`src/rtl/pkt_replay_pkg.sv`:
```
package pkt_replay_pkg;

  // strobes from control to datapath, one cycle each
  typedef struct packed {
    logic bufWe;    // store a buffer word
    logic lenWe;    // store packet length minus one
    logic ivlWe;    // store interval
    logic launch;   // begin a packet at the next edge
    logic advance;  // current word accepted downstream
  } strobe_t;

endpackage

```
`src/rtl/pkt_replay_dp.sv`:
```
module pkt_replay_dp
  import pkt_replay_pkg::*;
#(
  parameter int DATA_W = 64,
  parameter int DEPTH  = 64,
  parameter int IVL_W  = 16
) (
  input  logic                     clk,
  input  logic                     rstN,
  input  strobe_t                  strb,
  input  logic [$clog2(DEPTH)-1:0] wrIdx,
  input  logic [DATA_W-1:0]        wrData,
  output logic [DATA_W-1:0]        wordOut,
  output logic                     firstWord,
  output logic                     lastWord,
  output logic                     gapDone
);

  localparam int AW    = $clog2(DEPTH);
  localparam int CNT_W = IVL_W + 1;

  logic [DATA_W-1:0] pktMem [DEPTH];
  logic [AW-1:0]     lenM1;
  logic [IVL_W-1:0]  ivl;
  logic [AW-1:0]     wordIdx;
  logic [CNT_W-1:0]  elapsed;
  logic [CNT_W:0]    elapsedNext;

  always_ff @(posedge clk) begin
    if (strb.bufWe) pktMem[wrIdx] <= wrData;
  end

  always_ff @(posedge clk) begin
    if (!rstN) begin
      lenM1 <= '0;
      ivl   <= '0;
    end else begin
      if (strb.lenWe) lenM1 <= wrData[AW-1:0];
      if (strb.ivlWe) ivl   <= wrData[IVL_W-1:0];
    end
  end

  // word pointer: restart on launch, step on each accepted word
  always_ff @(posedge clk) begin
    if (!rstN)             wordIdx <= '0;
    else if (strb.launch)  wordIdx <= '0;
    else if (strb.advance) wordIdx <= wordIdx + 1'b1;
  end

  // cycles since the last packet start, saturating; runs through stalls
  always_ff @(posedge clk) begin
    if (!rstN)               elapsed <= '1;
    else if (strb.launch)    elapsed <= '0;
    else if (elapsed != '1)  elapsed <= elapsed + 1'b1;
  end

  always_comb begin
    elapsedNext = {1'b0, elapsed} + 1'b1;
    gapDone     = elapsedNext >= {{(CNT_W + 1 - IVL_W){1'b0}}, ivl};
    wordOut     = pktMem[wordIdx];
    firstWord   = wordIdx == '0;
    lastWord    = wordIdx == lenM1;
  end

endmodule

```
`src/rtl/pkt_replay_ctl.sv`:
```
module pkt_replay_ctl
  import pkt_replay_pkg::*;
#(
  parameter int DEPTH = 64
) (
  input  logic                   clk,
  input  logic                   rstN,
  input  logic                   wrEn,
  input  logic [$clog2(DEPTH):0] wrAddr,
  input  logic                   wrRun,
  input  logic                   outReady,
  input  logic                   lastWord,
  input  logic                   gapDone,
  output strobe_t                strb,
  output logic                   sending,
  output logic                   errFlag
);

  localparam int ADDR_W = $clog2(DEPTH) + 1;

  logic runReq, runNext, busy, handshake, endAcc;
  logic isBuf, isLen, isIvl, isCtl, badWrite;

  always_comb begin
    isBuf = wrEn && !wrAddr[ADDR_W-1];
    isLen = wrEn && (wrAddr == ADDR_W'(DEPTH));
    isIvl = wrEn && (wrAddr == ADDR_W'(DEPTH + 1));
    isCtl = wrEn && (wrAddr == ADDR_W'(DEPTH + 2));
  end

  always_comb begin
    busy      = runReq || sending;
    handshake = sending && outReady;
    endAcc    = handshake && lastWord;
    badWrite  = (isBuf || isLen) && busy;
    // a control write in this cycle decides the boundary at once
    runNext   = isCtl ? wrRun : runReq;
    strb         = '0;
    strb.bufWe   = isBuf && !busy;
    strb.lenWe   = isLen && !busy;
    strb.ivlWe   = isIvl;
    strb.launch  = runNext && (!sending || endAcc) && gapDone;
    strb.advance = handshake;
  end

  always_ff @(posedge clk) begin
    if (!rstN) begin
      runReq  <= 1'b0;
      sending <= 1'b0;
      errFlag <= 1'b0;
    end else begin
      runReq <= runNext;
      if (strb.launch)  sending <= 1'b1;
      else if (endAcc)  sending <= 1'b0;
      if (isCtl)         errFlag <= 1'b0;
      else if (badWrite) errFlag <= 1'b1;
    end
  end


  bad_write_flag_chk: assert property (@(posedge clk) disable iff (!rstN)
    (wrEn && !wrAddr[ADDR_W-1] && sending) |=> errFlag);


  err_cause_chk: assert property (@(posedge clk) disable iff (!rstN)
    $rose(errFlag) |-> $past(wrEn));

endmodule

```
`src/rtl/pkt_replay_gen.sv`:
```
module pkt_replay_gen
  import pkt_replay_pkg::*;
#(
  parameter int DATA_W = 64,
  parameter int DEPTH  = 64,
  parameter int IVL_W  = 16
) (
  input  logic                   clk,
  input  logic                   rstN,
  input  logic                   wrEn,
  input  logic [$clog2(DEPTH):0] wrAddr,
  input  logic [DATA_W-1:0]      wrData,
  output logic                   outValid,
  input  logic                   outReady,
  output logic [DATA_W-1:0]      outData,
  output logic                   outSop,
  output logic                   outEop,
  output logic                   errFlag
);

  localparam int AW = $clog2(DEPTH);

  strobe_t strb;
  logic    sending, firstWord, lastWord, gapDone;

  pkt_replay_ctl #(.DEPTH(DEPTH)) u_ctl (
    .clk      (clk),
    .rstN     (rstN),
    .wrEn     (wrEn),
    .wrAddr   (wrAddr),
    .wrRun    (wrData[0]),
    .outReady (outReady),
    .lastWord (lastWord),
    .gapDone  (gapDone),
    .strb     (strb),
    .sending  (sending),
    .errFlag  (errFlag)
  );

  pkt_replay_dp #(.DATA_W(DATA_W), .DEPTH(DEPTH), .IVL_W(IVL_W)) u_dp (
    .clk       (clk),
    .rstN      (rstN),
    .strb      (strb),
    .wrIdx     (wrAddr[AW-1:0]),
    .wrData    (wrData),
    .wordOut   (outData),
    .firstWord (firstWord),
    .lastWord  (lastWord),
    .gapDone   (gapDone)
  );

  assign outValid = sending;
  assign outSop   = sending && firstWord;
  assign outEop   = sending && lastWord;


  stall_hold_chk: assert property (@(posedge clk) disable iff (!rstN)
    (outValid && !outReady) |=> (outValid && $stable(outData)
                                 && $stable(outSop) && $stable(outEop)));


  no_truncation_chk: assert property (@(posedge clk) disable iff (!rstN)
    (outValid && outReady && !outEop) |=> outValid);

endmodule

```
`config.mk`:
```
export PLATFORM = sky130hd
export DESIGN_NAME = pkt_replay_gen
export DESIGN_NICKNAME = d
export VERILOG_FILES = /design/src/rtl/pkt_replay_pkg.sv /design/src/rtl/pkt_replay_dp.sv /design/src/rtl/pkt_replay_ctl.sv /design/src/rtl/pkt_replay_gen.sv
export SDC_FILE = /design/constraint.sdc
export NUM_CORES = 2
export LEC_CHECK = 0
export ABC_CLOCK_PERIOD_IN_PS = 6200
export CORE_MARGIN = 2
export CORE_UTILIZATION = 34
export DETAILED_ROUTE_END_ITERATION = 8
export DONT_BUFFER_PORTS = 1
export SLEW_MARGIN = 20
export SYNTH_ARGS = -nofsm -noshare
export SYNTH_HDL_FRONTEND = slang
export SYNTH_SLANG_ARGS = --single-unit
export TNS_END_PERCENT = 20
```
`constraint.sdc`:
```
create_clock -name clk -period 6.2 [get_ports clk]
set_input_delay 0.93 -clock clk [delete_from_list [all_inputs] [get_ports clk]]
set_output_delay 0.93 -clock clk [all_outputs]
set_load 0.02 [all_outputs]
```
==> flow_metrics.env <==
export IMPL_status="complete, no violations"
export IMPL_ir_drop_mv=0.2439
export IMPL_nFillCells=40360
export IMPL_clock_skew_ns=0.03243
export IMPL_end_kind="primary output"
export IMPL_setup_tns_final_ns=0
export IMPL_crit_chain="buf_12 > buf_12 > mux4_2 > mux2i_1 > o22ai_1 > or4_1"
export IMPL_syn_inst=6733
export IMPL_io_buffers=0
export IMPL_finalWirelength_mm=463.5
export IMPL_drc=0
export IMPL_drive_gt1_share_pct=25.94
export IMPL_gp_congestion=0.7574
export IMPL_first_pass_iters=5
export IMPL_relSlewSlack_pct=22.99
export IMPL_numCtsBuffers=406
export IMPL_core_area_mm2=0.4633
export IMPL_path_delay_family="buffers and inverters"
export IMPL_hold_depth=0
export IMPL_required_ns=5.27
export IMPL_grt_overflow=0
export IMPL_cts_tree="yes"
export IMPL_finish_utilization_pct=39.15
export IMPL_layout_commonest_cell="edfxtp_1"
export IMPL_hpwl_mm=239.7
export IMPL_swShare_pct=20.41
export IMPL_cts_sinks=4150
export IMPL_slowest_stage="dfxtp_4"
export IMPL_rr_worst_depth=13
export IMPL_viasPerCell=5.677
export IMPL_period_minus_slack_ns=5.331
export IMPL_crit_type="flop to primary output"
export IMPL_track_usage_pct=19.22
export IMPL_hold_end="u_dp.pktMem[22][2]$_DFFE_PP_"
export IMPL_power_switching_mw=11.38
export IMPL_critPathArrivalTime_ns=4.40
export IMPL_rows=250
export IMPL_async_flop_share_pct=0
export IMPL_clockBufferDepth=4
export IMPL_synth_edff_count=4096
export IMPL_ys_ff_latch=4150
export IMPL_syn_nets=6828
export IMPL_slew_violations=0
export IMPL_pre_cts_ws_ns=1.785
export IMPL_dieArea_mm2=0.4701
export IMPL_syn_cell_area_mm2=0.1580
export IMPL_internal_power_mw=44.39
export IMPL_htree_num_levels=5
export IMPL_hold_path_class="input port to flop"
export IMPL_r2r_start="u_dp.elapsed[0]$_SDFFE_PN1P_"
export IMPL_avgSynthCellArea_um2=23.46
export IMPL_die_height_um=685.7
export IMPL_yosysSeqAreaShare_pct=78.54
export IMPL_crit_fanout=49
export IMPL_crit_path_frequent_cell="buf_12"
export IMPL_power_density_mw_per_mm2=307.5
export IMPL_grt_setup_unrepaired="false"
export IMPL_die_width_um=685.7
export IMPL_tightest_slew_ns=1.152
export IMPL_min_from="wrData[2]"
export IMPL_wire_per_inst_um=34.08
export IMPL_crit_path_start_kind="flop"
export IMPL_cts_root_buf="clkbuf_16"
export IMPL_clkTransAtPathRegs_ns=0.07
export IMPL_layout_nets=7173
export IMPL_layout_setup_ws_ns=0.8687
export IMPL_placed_cells=12810
export IMPL_max_freq_mhz=187.6
export IMPL_area_growth_pct=14.79
export IMPL_clkLatencyLatePin_ns=1.01
export IMPL_initial_utilization_pct=34.10
export IMPL_clkPwrFrac_pct=42.9
export IMPL_grt_max_degree=91
export IMPL_ys_flop_type="edfxtp_1"
export IMPL_antenna_found_initial=18
export IMPL_r2r_setup_slack_ns=1.88
export IMPL_max_cap_violations=0
export IMPL_ys_warn_count=0
export IMPL_grt_pass1_wl_mm=630.3
export IMPL_hold_violations=0
export IMPL_yosysUniqueCellTypes=42
export IMPL_final_cells=13600
export IMPL_cts_setup_buffers=0
export IMPL_seq_power_share_pct=55.6
export IMPL_first_iter_violations=12180
export IMPL_power_frac_comb_pct=1.6
export IMPL_vias=77220
export IMPL_fin_crit_sh_pct=85.99
export IMPL_antenna_left=0
export IMPL_layout_common_cells="edfxtp_1, mux4_2, mux2i_1, clkbuf_16, o22ai_1"
export IMPL_setup_viol_count_final=0
export IMPL_slowest_delay_ns=0.78
export IMPL_first_global_vias=76650
export IMPL_path_buf_inv=2
export IMPL_p_leak_nw=52.69
export IMPL_pin_count=143
[per-stage QoR]
stage	cell area [um^2]	power (mW)	hold slack [ns]
after floorplan	158000	32.17	0.4363
after global placement	168100	32.33	0.4454
after detailed placement	168200	32.37	0.4489
after CTS	181300	56.05	0.00007083
after global routing	181300	57.21	0.001856
final	181300	55.77	0.05541
[cells in the mapped netlist, drive strengths merged (3+ instances only)]
cell	n	area, um^2
buf	177	859.6
or3b	3	26.28
nand2	61	229.0
and3	3	18.77
and2	3	18.77
o21ai	19	95.09
nand3b	6	45.04
nand3	10	50.05
mux4	1024	23060
ha	20	250.2
nor3	19	95.09
nor2	94	352.8
mux2i	522	5225
clkbuf	186	699.4
xnor2	27	236.5
nor2b	4	25.02
edfxtp	4096	123000
dfxtp	54	1081
o22ai	256	1602
or4	65	488.0
xor2	13	113.9
a21oi	23	115.1
inv	21	78.83
or3	3	18.77
nand4	9	56.30
[cell families after synthesis]
logic type,synth area share [%]
adder cells (fa/ha/maj),0.1584
flip-flops,78.54
AO/OA/AOI/OAI,1.193
AND/OR/NAND/NOR,0.9449
multiplexers,17.91
XOR/XNOR,0.2218
buffers and inverters,1.037
[registers in the layout, summed over array words and instances, names as in the netlist, named ones only]
name,count
u_dp.pktMem,4096
u_dp.ivl,16
u_ctl.sending,1
u_dp.wordIdx,6
u_dp.lenM1,6
u_ctl.errFlag,1
u_ctl.runReq,1
u_dp.elapsed,17
[repair_timing]
item,CTS,global route
gates resized for setup,0,0
endpoints found under the hold margin,284,0
hold buffers,33,0
[worst max path at each step]
stage | end | slack, ns | cells after the start
after floorplan | u_dp.pktMem[16][0]$_DFFE_PP_ | 1.26 | 4
after global placement | outData[42] | 1.80 | 6
after detailed placement | flop | 1.78 | 13
after CTS | outData[43] | 0.74 | 6
after global routing | outData[36] | 0.64 | 6
final | outData[43] | 0.87 | 6
[power by group through the flow]
stage / logic, mW / registers, mW / clock network [mW]
6_report: 0.879 / 31.0 / 23.9
5_1_grt: 0.977 / 31.0 / 25.3
4_1_cts: 0.878 / 31.0 / 24.2
3_5_place_dp: 0.796 / 31.6 / 0
3_3_place_gp: 0.756 / 31.6 / 0
2_1_floorplan: 0.596 / 31.6 / 0
[cell type report]
class / instances / area (um^2) / share of cell area [%]
clock inverter: 253 / 2147 / 1.184
multi-input combinational: 2199 / 32790 / 18.08
tap: 6174 / 7725 / 4.260
inverter: 21 / 78.83 / 0.04347
timing repair buffer: 300 / 3919 / 2.161
sequential: 4150 / 124100 / 68.43
antenna: 9 / 22.52 / 0.01242
clock buffer: 495 / 10580 / 5.833
[metal layers]
layer | track usage (%) | wire [um] | up-vias
met5 | 0 | 0 | -
met1 | 27.72 | 188100 | 42490
met4 | 4.356 | 11010 | 0
met3 | 4.143 | 49510 | 632
li1 | - | - | 29640
met2 | 29.98 | 214800 | 4457
Power figures use the tool's default switching activity.
